<file path="src/rtl/pgx_pkg.sv">
package pgx_pkg;
  typedef enum logic [2:0] {
    WK_IDLE,
    WK_OUTER,
    WK_INNER,
    WK_FILL,
    WK_FAULT
  } walk_state_t;
endpackage

</file>
<file path="src/rtl/pgx_tcache.sv">
module pgx_tcache #(
  parameter int VPN_W   = 20,
  parameter int PFN_W   = 20,
  parameter int ENTRIES = 8
) (
  input  logic             clk,
  input  logic             rst,
  input  logic             flush,
  input  logic [VPN_W-1:0] lk_vpn,
  output logic             lk_hit,
  output logic [PFN_W-1:0] lk_pfn,
  input  logic             wr_en,
  input  logic [VPN_W-1:0] wr_vpn,
  input  logic [PFN_W-1:0] wr_pfn
);
  localparam int PTR_W = (ENTRIES > 1) ? $clog2(ENTRIES) : 1;

  logic [VPN_W-1:0] tag_q [ENTRIES];
  logic [PFN_W-1:0] pfn_q [ENTRIES];
  logic [ENTRIES-1:0] vld_q;
  logic [ENTRIES-1:0] hit_vec;
  logic [PTR_W-1:0]   ptr_q;

  genvar g;
  generate
    for (g = 0; g < ENTRIES; g++) begin : g_cmp
      assign hit_vec[g] = vld_q[g] && (tag_q[g] == lk_vpn);
    end
  endgenerate

  always_comb begin
    lk_pfn = '0;
    for (int i = 0; i < ENTRIES; i++) begin
      if (hit_vec[i]) lk_pfn = lk_pfn | pfn_q[i];
    end
  end
  assign lk_hit = |hit_vec;

  always_ff @(posedge clk) begin
    if (rst) begin
      vld_q <= '0;
      ptr_q <= '0;
    end else if (flush) begin
      vld_q <= '0;
    end else if (wr_en) begin
      vld_q[ptr_q] <= 1'b1;
      ptr_q <= (ptr_q == PTR_W'(ENTRIES - 1)) ? '0 : ptr_q + 1'b1;
    end
  end

  always_ff @(posedge clk) begin
    if (wr_en && !flush) begin
      tag_q[ptr_q] <= wr_vpn;
      pfn_q[ptr_q] <= wr_pfn;
    end
  end

  AST_HIT_ONEHOT: assert property (@(posedge clk) disable iff (rst)
    $onehot0(hit_vec));
  AST_FLUSH_EMPTY: assert property (@(posedge clk) disable iff (rst)
    flush |=> !lk_hit);
endmodule

</file>
<file path="src/rtl/pgx_walker.sv">
module pgx_walker
  import pgx_pkg::*;
#(
  parameter int IDX_W = 10,
  parameter int OFF_W = 12
) (
  input  logic                       clk,
  input  logic                       rst,
  input  logic [2*IDX_W+OFF_W-1:0]   ptbr,
  input  logic [IDX_W:0]             ptlr,
  input  logic                       req_valid,
  output logic                       req_ready,
  input  logic [2*IDX_W+OFF_W-1:0]   req_vaddr,
  output logic                       rsp_valid,
  output logic [2*IDX_W+OFF_W-1:0]   rsp_paddr,
  output logic                       rsp_fault,
  output logic                       mem_req,
  output logic [2*IDX_W+OFF_W-1:0]   mem_addr,
  input  logic                       mem_rvalid,
  input  logic [2*IDX_W+OFF_W-1:0]   mem_rdata,
  output logic [2*IDX_W-1:0]         lk_vpn,
  input  logic                       lk_hit,
  input  logic [2*IDX_W-1:0]         lk_pfn,
  output logic                       wr_en,
  output logic [2*IDX_W-1:0]         wr_vpn,
  output logic [2*IDX_W-1:0]         wr_pfn
);
  localparam int ADDR_W = 2 * IDX_W + OFF_W;
  localparam int VPN_W  = 2 * IDX_W;

  walk_state_t state_q;
  logic [ADDR_W-1:0] va_q;
  logic [VPN_W-1:0]  pfn_q;

  logic [IDX_W-1:0] in_outer;
  logic [IDX_W-1:0] q_inner;
  logic             len_ok;
  logic             accept;

  assign in_outer  = req_vaddr[ADDR_W-1 -: IDX_W];
  assign q_inner   = va_q[OFF_W +: IDX_W];
  assign len_ok    = {1'b0, in_outer} < ptlr;
  assign req_ready = (state_q == WK_IDLE);
  assign accept    = req_valid && req_ready;
  assign lk_vpn    = req_vaddr[ADDR_W-1:OFF_W];
  assign wr_en     = (state_q == WK_FILL);
  assign wr_vpn    = va_q[ADDR_W-1:OFF_W];
  assign wr_pfn    = pfn_q;

  always_ff @(posedge clk) begin
    if (rst) begin
      state_q   <= WK_IDLE;
      va_q      <= '0;
      pfn_q     <= '0;
      rsp_valid <= 1'b0;
      rsp_fault <= 1'b0;
      rsp_paddr <= '0;
      mem_req   <= 1'b0;
      mem_addr  <= '0;
    end else begin
      rsp_valid <= 1'b0;
      mem_req   <= 1'b0;
      unique case (state_q)
        WK_IDLE: begin
          if (req_valid) begin
            va_q <= req_vaddr;
            if (!len_ok) begin
              state_q <= WK_FAULT;
            end else if (lk_hit) begin
              rsp_valid <= 1'b1;
              rsp_fault <= 1'b0;
              rsp_paddr <= {lk_pfn, req_vaddr[OFF_W-1:0]};
            end else begin
              mem_req  <= 1'b1;
              mem_addr <= ptbr + ADDR_W'({in_outer, 2'b00});
              state_q  <= WK_OUTER;
            end
          end
        end
        WK_OUTER: begin
          if (mem_rvalid) begin
            if (!mem_rdata[0]) begin
              state_q <= WK_FAULT;
            end else begin
              mem_req  <= 1'b1;
              mem_addr <= {mem_rdata[ADDR_W-1:OFF_W], {OFF_W{1'b0}}}
                          + ADDR_W'({q_inner, 2'b00});
              state_q  <= WK_INNER;
            end
          end
        end
        WK_INNER: begin
          if (mem_rvalid) begin
            if (!mem_rdata[0]) begin
              state_q <= WK_FAULT;
            end else begin
              pfn_q   <= mem_rdata[ADDR_W-1:OFF_W];
              state_q <= WK_FILL;
            end
          end
        end
        WK_FILL: begin
          rsp_valid <= 1'b1;
          rsp_fault <= 1'b0;
          rsp_paddr <= {pfn_q, va_q[OFF_W-1:0]};
          state_q   <= WK_IDLE;
        end
        WK_FAULT: begin
          rsp_valid <= 1'b1;
          rsp_fault <= 1'b1;
          rsp_paddr <= '0;
          state_q   <= WK_IDLE;
        end
        default: state_q <= WK_IDLE;
      endcase
    end
  end

  AST_HIT_FAST: assert property (@(posedge clk) disable iff (rst)
    accept && lk_hit && len_ok |=> rsp_valid && !rsp_fault && !mem_req);
  AST_LEN_FAULT: assert property (@(posedge clk) disable iff (rst)
    accept && !len_ok |=> !mem_req ##1 (rsp_valid && rsp_fault));
  AST_OUTER_INVALID: assert property (@(posedge clk) disable iff (rst)
    (state_q == WK_OUTER) && mem_rvalid && !mem_rdata[0]
      |=> !mem_req ##1 (rsp_valid && rsp_fault));
  AST_ONE_READ: assert property (@(posedge clk) disable iff (rst)
    mem_req && !mem_rvalid |=> !mem_req);
  AST_BUSY: assert property (@(posedge clk) disable iff (rst)
    accept && !(lk_hit && len_ok) |=> !req_ready);
endmodule

</file>
<file path="src/rtl/pgx_xlate.sv">
module pgx_xlate #(
  parameter int IDX_W      = 10,
  parameter int OFF_W      = 12,
  parameter int TC_ENTRIES = 8
) (
  input  logic                     clk,
  input  logic                     rst,
  input  logic                     flush,
  input  logic [2*IDX_W+OFF_W-1:0] ptbr,
  input  logic [IDX_W:0]           ptlr,
  input  logic                     req_valid,
  output logic                     req_ready,
  input  logic [2*IDX_W+OFF_W-1:0] req_vaddr,
  output logic                     rsp_valid,
  output logic [2*IDX_W+OFF_W-1:0] rsp_paddr,
  output logic                     rsp_fault,
  output logic                     mem_req,
  output logic [2*IDX_W+OFF_W-1:0] mem_addr,
  input  logic                     mem_rvalid,
  input  logic [2*IDX_W+OFF_W-1:0] mem_rdata
);
  localparam int VPN_W = 2 * IDX_W;

  logic [VPN_W-1:0] lk_vpn, lk_pfn, wr_vpn, wr_pfn;
  logic             lk_hit, wr_en;

  pgx_tcache #(
    .VPN_W  (VPN_W),
    .PFN_W  (VPN_W),
    .ENTRIES(TC_ENTRIES)
  ) u_cache (
    .clk   (clk),
    .rst   (rst),
    .flush (flush),
    .lk_vpn(lk_vpn),
    .lk_hit(lk_hit),
    .lk_pfn(lk_pfn),
    .wr_en (wr_en),
    .wr_vpn(wr_vpn),
    .wr_pfn(wr_pfn)
  );

  pgx_walker #(
    .IDX_W(IDX_W),
    .OFF_W(OFF_W)
  ) u_walk (
    .clk       (clk),
    .rst       (rst),
    .ptbr      (ptbr),
    .ptlr      (ptlr),
    .req_valid (req_valid),
    .req_ready (req_ready),
    .req_vaddr (req_vaddr),
    .rsp_valid (rsp_valid),
    .rsp_paddr (rsp_paddr),
    .rsp_fault (rsp_fault),
    .mem_req   (mem_req),
    .mem_addr  (mem_addr),
    .mem_rvalid(mem_rvalid),
    .mem_rdata (mem_rdata),
    .lk_vpn    (lk_vpn),
    .lk_hit    (lk_hit),
    .lk_pfn    (lk_pfn),
    .wr_en     (wr_en),
    .wr_vpn    (wr_vpn),
    .wr_pfn    (wr_pfn)
  );
endmodule

</file>
<file path="config.mk">
export PLATFORM = sky130hd
export DESIGN_NAME = pgx_xlate
export DESIGN_NICKNAME = d
export VERILOG_FILES = /design/src/rtl/pgx_pkg.sv /design/src/rtl/pgx_tcache.sv /design/src/rtl/pgx_walker.sv /design/src/rtl/pgx_xlate.sv
export SDC_FILE = /design/constraint.sdc
export NUM_CORES = 1
export LEC_CHECK = 0
export BUFFER_PORTS_ARGS = -buffer_cell sky130_fd_sc_hd__buf_2
export CAP_MARGIN = 20
export CORE_MARGIN = 3
export CORE_UTILIZATION = 45
export CTS_CLUSTER_SIZE = 10
export DETAILED_ROUTE_END_ITERATION = 10
export PLACE_DENSITY = 0.64
export SLEW_MARGIN = 40
export SYNTH_ARGS = -nofsm -noshare
export SYNTH_HDL_FRONTEND = slang
export SYNTH_SLANG_ARGS = --single-unit
</file>
<file path="constraint.sdc">
create_clock -name clk -period 5.2 [get_ports clk]
set_input_delay 1.3 -clock clk [delete_from_list [all_inputs] [get_ports clk]]
set_output_delay 1.3 -clock clk [all_outputs]
set_load 0.01 [all_outputs]
</file>
# [After elaboration in Yosys (flattened, before gate mapping)]
# Memory sizes are Yosys's and may differ from the RTL's.
# Cells that the tools add are included.
[classes] n_eq_ne=21 magnitude_cmp=3 n_bitwise=9 n_reduce_logical=23 n_addsub=3 muxes=45
[ops] operator="2-to-1 mux 32 bit" count=8
[ops] operator="equality test 20 bit" count=8
[ops] operator="2-to-1 mux 20 bit" count=8
[ops] operator="OR 20 bit" count=7
[ops] operator="case mux 32 bit (3 select lines)" count=1
[ops] operator="adder 32 x 12 -> 32 bit" count=2
[ops] operator="case mux 32 bit (2 select lines)" count=1
[ops] operator="2-to-1 mux 3 bit" count=8
[ops] operator="2-to-1 mux 1 bit" count=14
[ops] operator="less-than comparator 10 x 11 -> 1 bit" count=1
[ops] operator="logical AND 1 bit" count=10
[ops] operator="!= test 2 bit (second input constant)" count=5
[ops] operator="case mux 3 bit (3 select lines)" count=1
[ops] operator="OR 8 bit" count=1
[ops] operator="AND reduction 4 bit" count=2
[ops] operator="OR reduction 8 bit" count=1
[ops] operator="equality test 3 x 2 -> 1 bit (second input constant)" count=2
[ops] operator="equality test 3 bit (second input constant)" count=2
[ops] operator="AND reduction 6 bit" count=1
[ops] operator="less-than comparator 3 x 4 -> 1 bit (second input constant)" count=1
[ops] operator="!= test 2 x 1 -> 1 bit (second input constant)" count=2
[ops] operator="case mux 1 bit (2 select lines)" count=2
[ops] operator="AND reduction 2 bit" count=2
[ops] operator="OR reduction 2 bit" count=2
[ops] operator="other kinds (12)" count=12
[word_totals] mem_count=2 out_inout_bits=68 inputBits=112 mem_bits_rw=320 register_bits=133
[mem_list] name="u_cache.pfn_q" depth=8 word_bits=20 rd=8 rd_clocked_by_memory_dff=0 write_ports=1 line="pgx_tcache.sv:19" rtl="logic [PFN_W-1:0] pfn_q [ENTRIES];"
[mem_list] name="u_cache.tag_q" depth=8 word_bits=20 rd=8 rd_clocked_by_memory_dff=0 write_ports=1 line="pgx_tcache.sv:18" rtl="logic [VPN_W-1:0] tag_q [ENTRIES];"

# [Longest topological paths before layout]
# Gate-level depths: netlist of the first run.
[logic_depth] depth_word=21 depth_mapped=12

# [Hierarchy]
# From an unflattened synthesis of the first run, not the netlist that was laid out.
[unflattened] hier_cells=1706 area_unflattened_um2=20196.9
[by_module_without_submodules] module="pgx_tcache" n_inst=1 cells_each=930 seq_area_each_um2=9829.4 area_each_um2=13953.4
[by_module_without_submodules] module="pgx_walker" n_inst=1 cells_each=776 seq_area_each_um2=2442.3 area_each_um2=6243.5

# [Worst setup path after synthesis of the first run]
# No wires, ideal clock.
[synth_timing] kind="in2reg" startpoint="input port flush" endpoint="memory u_cache.pfn_q[0][0], enable pin" stages=2 arrival_time_ns=4.451 setup_slack_ns=0.262 n_path_buf=0 path_cell_list="or3_1 nor3_1"
[synth_between] elab_chain_len=4
[synth_rtl] element="from (decl)" line="pgx_xlate.sv:8" rtl="input logic flush,"
[synth_rtl] element="logical NOT 1 bit" line="pgx_tcache.sv:52" rtl="if (wr_en && !flush) begin"
[synth_rtl] element="logical AND 1 bit" line="pgx_tcache.sv:52"
[synth_rtl] element="2-to-1 mux 1 bit" line="pgx_tcache.sv:52"
[synth_rtl] element="2-to-1 mux 1 bit (not written as such)" line="pgx_tcache.sv:54" rtl="pfn_q[ptr_q] <= wr_pfn;"
[synth_rtl] element="to (decl)" line="pgx_tcache.sv:19"
# No other way between the ends.

# [Final worst setup path of the first run]
[layout_timing] startpoint="input port req_vaddr[20]" endpoint="register u_walk.mem_addr[11]"
[layout_between] elab_chain_len=5 word_cells_on_any_way=19 cone_classes="eq/ne (9); reduce/logical (10)"
[layout_rtl] element="from (decl)" line="pgx_xlate.sv:13" rtl="input logic [2*IDX_W+OFF_W-1:0] req_vaddr,"
[layout_rtl] element="equality test 20 bit" line="pgx_tcache.sv:27" rtl="assign hit_vec[g] = vld_q[g] && (tag_q[g] == lk_vpn);"
[layout_rtl] element="logical AND 1 bit" line="pgx_tcache.sv:27"
[layout_rtl] element="OR reduction 8 bit *" line="pgx_tcache.sv:37" rtl="assign lk_hit = |hit_vec;"
[layout_rtl] element="!= test 2 bit (no line) *"
[layout_rtl] element="AND reduction 6 bit (no line) *"
[layout_rtl] element="to (signal assigned)" line="pgx_walker.sv:75" rtl="mem_addr <= ptbr + ADDR_W'({in_outer, 2'b00});"
[layout_rtl] element="to (signal assigned)" line="pgx_walker.sv:86" rtl="mem_addr <= {mem_rdata[ADDR_W-1:OFF_W], {OFF_W{1'b0}}}"
[layout_rtl] element="to (decl)" line="pgx_walker.sv:18" rtl="output logic [2*IDX_W+OFF_W-1:0] mem_addr,"
# Mark *: on every way between the ends. The rest lies on a longest branch, timed or not.
# A chain may end at the register's enable or synchronous reset.

==> flow_summary.json, run 1 <==
{
  "final_cell_mix": "edfxtp_1 (320), buf_2 (167), nand2_1 (147), dfxtp_1 (133), a21oi_1 (108)",
  "clkSinkCount": 453,
  "dpl.hpwl_um": 37850,
  "swShare_pct": 26.26,
  "ant_nets": 0,
  "setup_tns_ns": 0,
  "drv_cap": 0,
  "grt_usage_pct": 24.68,
  "grt_overflow": 0,
  "coreArea_mm2": 0.04317,
  "h-tree-depth": 2,
  "grt_pass1_wl_um": 86260,
  "p_int_mw": 6.304,
  "synth_fp_nets": 1760,
  "finClkSkew_ns": 0.02150,
  "fin_nets": 1919,
  "cts_made_buffers": 52,
  "cp.required_ns": 5.66,
  "cts_resized": 0,
  "async_reset_ff_share_pct": 0,
  "fin_crit_sh_pct": 78.74,
  "synth_edf_count": 320,
  "crit_family": "simple AND/OR/NAND/NOR gates",
  "cpPeakStageDelay_ns": 0.66,
  "io_pins": 180,
  "power_frac_seq_pct": 48.7,
  "yosysSeqAreaShare_pct": 62.27,
  "initial_core_util_pct": 45.65,
  "syn_to_final_growth_pct": 15.58,
  "grt_pass1_vias": 13760,
  "slowest_stage": "o31ai_4",
  "leakage_nw": 7.774,
  "min-delay-path-class": "flop to flop",
  "yosys_warnings": 0,
  "dieArea_mm2": 0.04635,
  "cp-start-kind": "input pin",
  "avgSynthCellArea_um2": 12.12,
  "slew_headroom_pct": 45.59,
  "status": "complete, no violations",
  "first_pass_iters": 5,
  "drt_iter0_drc": 1464,
  "drc": 0,
  "fin_util_pct": 52.76,
  "drv_slew": 0,
  "die_y_um": 215.3,
  "gp_congestion": 0.9122,
  "crit_path_cell_trace": "buf_2 > xor2_1 > nor4b_1 > nor4bb_1 > and4_1 > or4_1 > o31ai_4 > nand2_2 > o41ai_1",
  "cp_max_fo": 14,
  "cts_buffer_depth": 3,
  "power_mw": 8.550,
  "die_w_um": 215.3,
  "whs_ns": 0.4540,
  "synth_top_flop_cell": "edfxtp_1",
  "tritoncts": "done",
  "ctsHoldBuffers": 0,
  "power_density_mw_per_mm2": 375.3,
  "numPortBuffers": 168,
  "synth_cell_types": 67,
  "clkLatencyLatePin_ns": 0.58,
  "clkPwrFrac_pct": 38.8,
  "avgRoutedWirePerCell_um": 24.12,
  "pwr-share-comb_pct": 12.5,
  "ir_drop_v": 0.0002622,
  "rsz0062_at_grt": "no",
  "crit_type": "input pin to flop",
  "tightest_slew_ns": 0.8142,
  "clk_pin_slew_ns": 0.06,
  "num_rows": 76,
  "hold_viol_final": 0,
  "wl_um": 58290,
  "vias": 13980,
  "syn-cell-area_mm2": 0.01971,
  "cp_data_arrival_time_ns": 4.56,
  "synth_cells": 1626,
  "antenna_found_initial": 10,
  "max_freq_mhz": 244.2,
  "ys_ff_latch": 453,
  "grt_start_max_net_pins": 86,
  "final_common_cell": "edfxtp_1",
  "vias_per_cell": 5.786,
  "post_cts_buffers": 0,
  "layout-drive-gt1-share_pct": 16.36,
  "path_buf_inv": 1,
  "switching_power_mw": 2.245,
  "period_needed_ns": 4.095,
  "critPathCaptureType": "flop",
  "setup_viol": 0,
  "root_buffer": "clkbuf_16"
}
## path summary, 6_finish.rpt
kind / from / to / slack (ns) / depth (start not counted)
worst max-delay path: req_vaddr[20] / u_walk.mem_addr[11] / 1.11 / 9
worst min-delay path: u_walk.va_q[0] / u_walk.va_q[0] / 0.45 / 2
worst max register to register: u_cache.tag_q[0][7] / u_walk.mem_addr[11] / 1.87 / 8
worst min register to register: u_walk.va_q[0] / u_walk.va_q[0] / 0.45 / 2
## state kept, by name (all words and copies together), names as in the netlist, 8 cells and up
register          cells
u_cache.pfn_q       160
u_cache.vld_q         8
u_walk.mem_addr      32
u_walk.wr_pfn        20
u_cache.tag_q       160
u_walk.rsp_paddr     32
u_walk.va_q          32
## power by group through the flow
stage          registers [mW]  logic (mW)  clock network, mW
3_3_place_gp             4.23        1.05                  0
4_1_cts                  4.16        1.07               3.36
5_1_grt                  4.18        1.17               3.51
6_report                 4.16        1.07               3.32
2_1_floorplan            4.21       0.625                  0
3_5_place_dp             4.23        1.07                  0
## cell usage after synthesis (all sizes together) (15+ instances only)
| master | instances | area [um2] |
|---|---|---|
| edfxtp | 320 | 9609 |
| nand2 | 149 | 561.8 |
| dfxtp | 133 | 2663 |
| a21oi | 109 | 545.5 |
| nor2 | 103 | 386.6 |
| xor2 | 93 | 814.5 |
| xnor2 | 91 | 797.0 |
| clkbuf | 68 | 255.2 |
| a22oi | 55 | 412.9 |
| buf | 33 | 210.2 |
| nor4 | 32 | 206.5 |
| o21ai | 30 | 150.1 |
| nand3 | 29 | 145.1 |
| a31oi | 27 | 168.9 |
| nand4 | 25 | 156.4 |
| and2 | 24 | 150.1 |
| o31a | 23 | 201.4 |
| a221oi | 21 | 183.9 |
| ha | 21 | 262.8 |
| inv | 21 | 78.83 |
| a22o | 20 | 175.2 |
| a211oi | 18 | 135.1 |
| nand2b | 17 | 106.4 |
| nand4b | 17 | 148.9 |
| nor2b | 16 | 100.1 |
| nor3 | 15 | 75.07 |
## cells by family after synthesis
kind of cell / synth area share [%]
AND/OR/NAND/NOR: 12.52
flip-flops: 62.27
AO/OA/AOI/OAI: 12.21
XOR/XNOR: 8.177
buffers and inverters: 2.781
adder cells (fa/ha/maj): 1.435
multiplexers: 0.6158
## metrics by stage
stage               worst slack [ns]  cells  cell area [um2]
floorplan                     0.2622   1626            19710
global placement              0.6501   2314            21200
detailed placement            0.6194   2316            21230
CTS                            1.201   2413            22760
global route                   1.023   2415            22770
finish                         1.105   2417            22780
## final cells by class
type	instances	area [um2]
Fill cell	3719	20390
Sequential cell	453	12270
Multi-Input combinational cell	1050	7003
Clock buffer	91	1469
Timing Repair Buffer	206	1152
Tap cell	585	732.0
Inverter	22	82.58
Clock inverter	6	58.81
Antenna cell	4	10.01
## worst min-delay path, cell delays in order, from the launching register on
cell and delay [ns]:
dfxtp_1 0.31, nand2_1 0.05, a21oi_1 0.05
## layer usage
layer	track usage, %	wire [um]	vias to the layer above
li1	-	-	6414
met1	34.81	25430	6818
met2	38.45	26270	629
met3	4.836	4775	113
met4	8.306	1755	10
met5	0.5208	69	-
No activity file was read; power rests on OpenSTA's default activity.
==> run 2: changes to the inputs <==
--- a/config.mk
+++ b/config.mk
@@ -11,7 +11,7 @@
 export CORE_UTILIZATION = 45
 export CTS_CLUSTER_SIZE = 10
 export DETAILED_ROUTE_END_ITERATION = 10
-export PLACE_DENSITY = 0.64
+export PLACE_DENSITY = 0.67
 export SLEW_MARGIN = 40
 export SYNTH_ARGS = -nofsm -noshare
 export SYNTH_HDL_FRONTEND = slang
==> constraint.sdc (replaced) <==
create_clock -name clk -period 3.5 [get_ports clk]
set_input_delay 0.875 -clock clk [delete_from_list [all_inputs] [get_ports clk]]
set_output_delay 0.875 -clock clk [all_outputs]
set_load 0.01 [all_outputs]
==> run 2 against run 1 <==
Critical path depth is 4 higher; clock power up 48%; clock-buffer cell count is 1 higher; clock skew rose by 0.011 ns; global-route usage grew 0.44 points; final area is 4.3% higher; sequential power is 49% higher; total power rose by 50%; sequential share of layout area decreased by 2.2 points; sequential cell count unchanged; combinational power is 62% higher; register-to-register slack lost 1.3 ns; largest power group unchanged.
==> flow_summary.json, run 2 (same netlist as run 1, synthesis figures left out) <==
{
  "grt_start_max_net_pins": 56,
  "syn_to_final_growth_pct": 20.54,
  "clkLatencyLatePin_ns": 0.58,
  "coreArea_mm2": 0.04317,
  "wl_um": 59380,
  "grt_usage_pct": 25.12,
  "r2r_slack_ns": 0.54,
  "setup_viol": 0,
  "post_dp_cell_area_mm2": 0.02223,
  "final_common_cell": "edfxtp_1",
  "die_w_um": 215.3,
  "r2r_cells": 9,
  "fin_crit_sh_pct": 90.10,
  "io_pins": 180,
  "hp-start": "u_walk.va_q[7]",
  "vias": 14540,
  "vias_per_cell": 5.756,
  "reg2reg_to": "u_walk.rsp_paddr[13]",
  "leakage_nw": 8.353,
  "grt_pass1_wl_um": 88420,
  "numPortBuffers": 168,
  "num_rows": 76,
  "clkSinkCount": 453,
  "finClkSkew_ns": 0.03253,
  "power_density_mw_per_mm2": 540.0,
  "dpl.hpwl_um": 40460,
  "cp.required_ns": 3.96,
  "rsz0062_at_grt": "no",
  "crit_start": "req_vaddr[19]",
  "min_path_cells": 2,
  "slew_headroom_pct": 52.40,
  "cp_max_fo": 17,
  "reg.largest.list": "u_cache.pfn_q: 160 flops, u_cache.tag_q: 160 flops",
  "cts_resized": 0,
  "max_freq_mhz": 317.1,
  "post_cts_buffers": 0,
  "gp_congestion": 0.9235,
  "drc": 0,
  "drv_slew": 0,
  "clk_pin_slew_ns": 0.06,
  "final_cell_area_mm2": 0.02376,
  "cts_made_buffers": 51,
  "status": "complete, no violations",
  "die_y_um": 215.3,
  "first_pass_iters": 5,
  "final_cell_mix": "edfxtp_1 (320), buf_2 (167), nand2_1 (148), buf_4 (142), dfxtp_1 (133)",
  "min_to": "u_walk.va_q[7]",
  "drt_iter0_drc": 1338,
  "antenna_found_initial": 6,
  "ant_nets": 0,
  "ir_drop_v": 0.0003667,
  "r2r-start": "u_cache.tag_q[4][3]",
  "cp-start-kind": "input pin",
  "setup_tns_ns": 0,
  "period_needed_ns": 3.153,
  "min-delay-path-class": "flop to flop",
  "initial_core_util_pct": 45.65,
  "layout-drive-gt1-share_pct": 21.24,
  "h-tree-depth": 2,
  "cts_buffer_depth": 3,
  "grt_pass1_vias": 14310,
  "tightest_slew_ns": 0.7130,
  "grt_overflow": 0,
  "dieArea_mm2": 0.04635,
  "crit_type": "input pin to flop",
  "ctsHoldBuffers": 0,
  "cp_data_arrival_time_ns": 3.62,
  "hold_viol_final": 0,
  "critPathCaptureType": "flop",
  "drv_cap": 0,
  "root_buffer": "clkbuf_16",
  "fin_nets": 2033,
  "tritoncts": "done",
  "avgRoutedWirePerCell_um": 23.51
}
-- run 2: cell types whose count changed in the layout (fill, tap and decap cells not counted), moves of 2 or more --
| cell | before | now |
|---|---|---|
| buf_12 | 0 | 12 |
| buf_4 | 37 | 142 |
| clkbuf_8 | 0 | 2 |
| diode_2 | 4 | 1 |
| nor3_2 | 3 | 1 |
| clkinv_2 | 2 | 0 |
| nor3_4 | 0 | 2 |
-- run 2: how the worst max path moves through the flow --
stage / end / depth (start not counted)
2_1_floorplan: u_cache.pfn_q[1][0] / 5
3_3_place_gp: u_walk.rsp_paddr[13] / 11
3_5_place_dp: u_walk.mem_addr[17] / 13
4_1_cts: u_walk.mem_addr[17] / 13
5_1_grt: u_walk.mem_addr[14] / 12
6_report: u_walk.mem_addr[17] / 13
-- run 2: worst max-delay path, cell delays in order --
cell and delay [ns]:
buf_2 0.19, buf_4 0.18, xor2_1 0.28, nor2_1 0.09, nand4bb_1 0.13, nor4_2 0.08
buf_12 0.13, or4_1 0.61, buf_4 0.19, o31ai_4 0.20, nand2_2 0.10, buf_12 0.16
o41ai_1 0.39
-- run 2: cell type report --
cell class | count | area [um2]
clock inverter | 2 | 46.29
inverter | 22 | 82.58
tap | 585 | 732.0
sequential | 453 | 12270
timing repair buffer | 321 | 2142
fill | 3668 | 19410
antenna | 1 | 2.502
clock buffer | 92 | 1471
multi-input combinational | 1050 | 7009
-- run 2: report_power, final --
| group | total, mW | internal [mW] | switching (mW) |
|---|---|---|---|
| clock | 4.91 | 2.82 | 2.09 |
| combinational | 1.73 | 0.698 | 1.03 |
| sequential | 6.18 | 5.95 | 0.236 |
-- run 2: metrics by stage --
| step | std cells | util (%) | setup slack (ns) | hold WS (ns) | total power [mW] |
|---|---|---|---|---|---|
| 2_1_floorplan | 1626 | - | 0.05444 | 0.4368 | 7.179 |
| 3_3_place_gp | 2430 | 51.49 | -0.1493 | 0.4423 | 7.971 |
| 3_5_place_dp | 2430 | 51.49 | -0.2211 | 0.4483 | 8.001 |
| 4_1_cts | 2524 | 55.01 | 0.3709 | 0.4562 | 12.89 |
| 5_1_grt | 2526 | 55.03 | 0.1634 | 0.4820 | 13.28 |
| 6_report | 2526 | 55.03 | 0.3466 | 0.4563 | 12.83 |
-- run 2: per-layer routing --
| layer | vias to the layer above | wire length (um) | track usage [%] | share of wire, % |
|---|---|---|---|---|
| li1 | 6635 | - | - | - |
| met1 | 7127 | 25570 | 35.31 | 43 |
| met2 | 665 | 26980 | 40.29 | 45 |
| met3 | 103 | 5541 | 5.486 | 9.3 |
| met4 | 10 | 1235 | 5.596 | 2.1 |
| met5 | - | 51 | 0 | 0.086 |
==> run 3: changes to the inputs <==
--- a/config.mk
+++ b/config.mk
@@ -11,8 +11,8 @@
 export CORE_UTILIZATION = 45
 export CTS_CLUSTER_SIZE = 10
 export DETAILED_ROUTE_END_ITERATION = 10
-export PLACE_DENSITY = 0.67
-export SLEW_MARGIN = 40
+export PLACE_DENSITY = 0.64
+export SLEW_MARGIN = 20
 export SYNTH_ARGS = -nofsm -noshare
 export SYNTH_HDL_FRONTEND = slang
 export SYNTH_SLANG_ARGS = --single-unit
==> constraint.sdc (replaced) <==
create_clock -name clk -period 3.3 [get_ports clk]
set_input_delay 0.825 -clock clk [delete_from_list [all_inputs] [get_ports clk]]
set_output_delay 0.825 -clock clk [all_outputs]
set_load 0.01 [all_outputs]
==> run 3 against run 2 <==
Die area unchanged; final area up 0.92%; first-iteration DRC count down 11%; final cell count up 1.2%; hold slack better by 0.0012 ns; wire length about the same; global-route usage up 0.067 points; largest cell class unchanged.
==> flow_summary.json, run 3 (same netlist as run 1, synthesis figures left out) <==
{
  "cp_data_arrival_time_ns": 3.55,
  "antenna_found_initial": 8,
  "rsz0062_at_grt": "no",
  "clk_pin_slew_ns": 0.05,
  "slew_headroom_pct": 47.06,
  "syn_to_final_growth_pct": 21.65,
  "grt_start_max_net_pins": 60,
  "hold_viol_final": 0,
  "status": "complete, no violations",
  "min_path_cells": 2,
  "drc": 0,
  "drv_slew": 0,
  "clkLatencyLatePin_ns": 0.57,
  "dp_slack_ns": -0.3654,
  "reg.largest.list": "u_cache.pfn_q: 160 flops, u_cache.tag_q: 160 flops",
  "h-tree-depth": 2,
  "vias_per_cell": 5.681,
  "io_pins": 180,
  "cts_made_buffers": 52,
  "layout-drive-gt1-share_pct": 22.49,
  "max_freq_mhz": 323.5,
  "tightest_slew_ns": 0.7917,
  "grt_overflow": 0,
  "finClkSkew_ns": 0.01340,
  "setup_tns_ns": 0,
  "leakage_nw": 8.504,
  "power_mw": 13.77,
  "ctsHoldBuffers": 0,
  "coreArea_mm2": 0.04317,
  "final_common_cell": "edfxtp_1",
  "drv_cap": 0,
  "avgRoutedWirePerCell_um": 23.25,
  "grt_pass1_wl_um": 88560,
  "num_rows": 76,
  "initial_core_util_pct": 45.65,
  "final_cell_mix": "edfxtp_1 (320), buf_4 (174), buf_2 (167), nand2_1 (148), dfxtp_1 (133)",
  "fin_nets": 2063,
  "tritoncts": "done",
  "cts_buffer_depth": 3,
  "root_buffer": "clkbuf_16",
  "clkSinkCount": 453,
  "min-delay-path-class": "flop to flop",
  "setup_viol": 0,
  "drt_iter0_drc": 1187,
  "fin_crit_sh_pct": 93.69,
  "grt_usage_pct": 25.18,
  "cp.required_ns": 3.75,
  "power_density_mw_per_mm2": 574.2,
  "period_needed_ns": 3.092,
  "layout_setup_ws_ns": 0.2084,
  "die_y_um": 215.3,
  "critPathCaptureType": "flop",
  "cts_resized": 0,
  "grt_pass1_vias": 14490,
  "ant_nets": 0,
  "numPortBuffers": 168,
  "cp-start-kind": "input pin",
  "r2r_cells": 9,
  "dp.cells": 2460,
  "cp_max_fo": 12,
  "die_w_um": 215.3,
  "vias": 14520,
  "first_pass_iters": 5,
  "dpl.hpwl_um": 40920,
  "final_cells": 2556,
  "crit_type": "input pin to flop",
  "post_cts_buffers": 0,
  "ir_drop_v": 0.0004012,
  "dieArea_mm2": 0.04635,
  "whs_ns": 0.4575,
  "gp_congestion": 0.9220,
  "wl_um": 59430
}
run 3: stage by stage:
step	utilization [%]	area (um2)
after floorplan	-	19730
after global placement	51.92	22420
after detailed placement	51.92	22420
after CTS	55.53	23970
after global routing	55.53	23970
final	55.54	23980
run 3: critical path: stages:
cell and delay [ns]:
buf_2 0.14, xor2_1 0.29, nor3_1 0.09, buf_4 0.17
nor4bb_1 0.14, and4_1 0.26, or4_1 0.65, o31ai_4 0.30
nand2_2 0.24, o41ai_1 0.42
run 3: metal layers:
layer	track usage (%)	up-vias	wire (um)
met5	0	-	66
met3	6.066	106	5343
met2	40.05	651	27370
met1	34.61	7073	25030
li1	-	6680	-
met4	7.314	10	1615
run 3: layout make-up:
type                            count  area, um2
Antenna cell                        1      2.502
Clock buffer                       92       1503
Clock inverter                      3      55.05
Fill cell                        3730      19190
Inverter                           22      82.58
Multi-Input combinational cell   1050       7008
Sequential cell                   453      12270
Tap cell                          585      732.0
Timing Repair Buffer              350       2322
run 3: power breakdown:
group / leakage [nW] / switching [mW] / internal (mW)
clock: 0.745 / 2.21 / 3.14
combinational: 3.89 / 1.09 / 0.774
sequential: 3.87 / 0.242 / 6.31
total: 8.50 / 3.55 / 10.2
run 3: worst paths after layout:
kind                       start             endpoint  slack, ns
max                req_vaddr[16]  u_walk.mem_addr[11]       0.21
min               u_walk.va_q[1]       u_walk.va_q[1]       0.46
max reg2reg  u_cache.tag_q[3][4]  u_walk.mem_addr[11]       0.25
min reg2reg       u_walk.va_q[1]       u_walk.va_q[1]       0.46
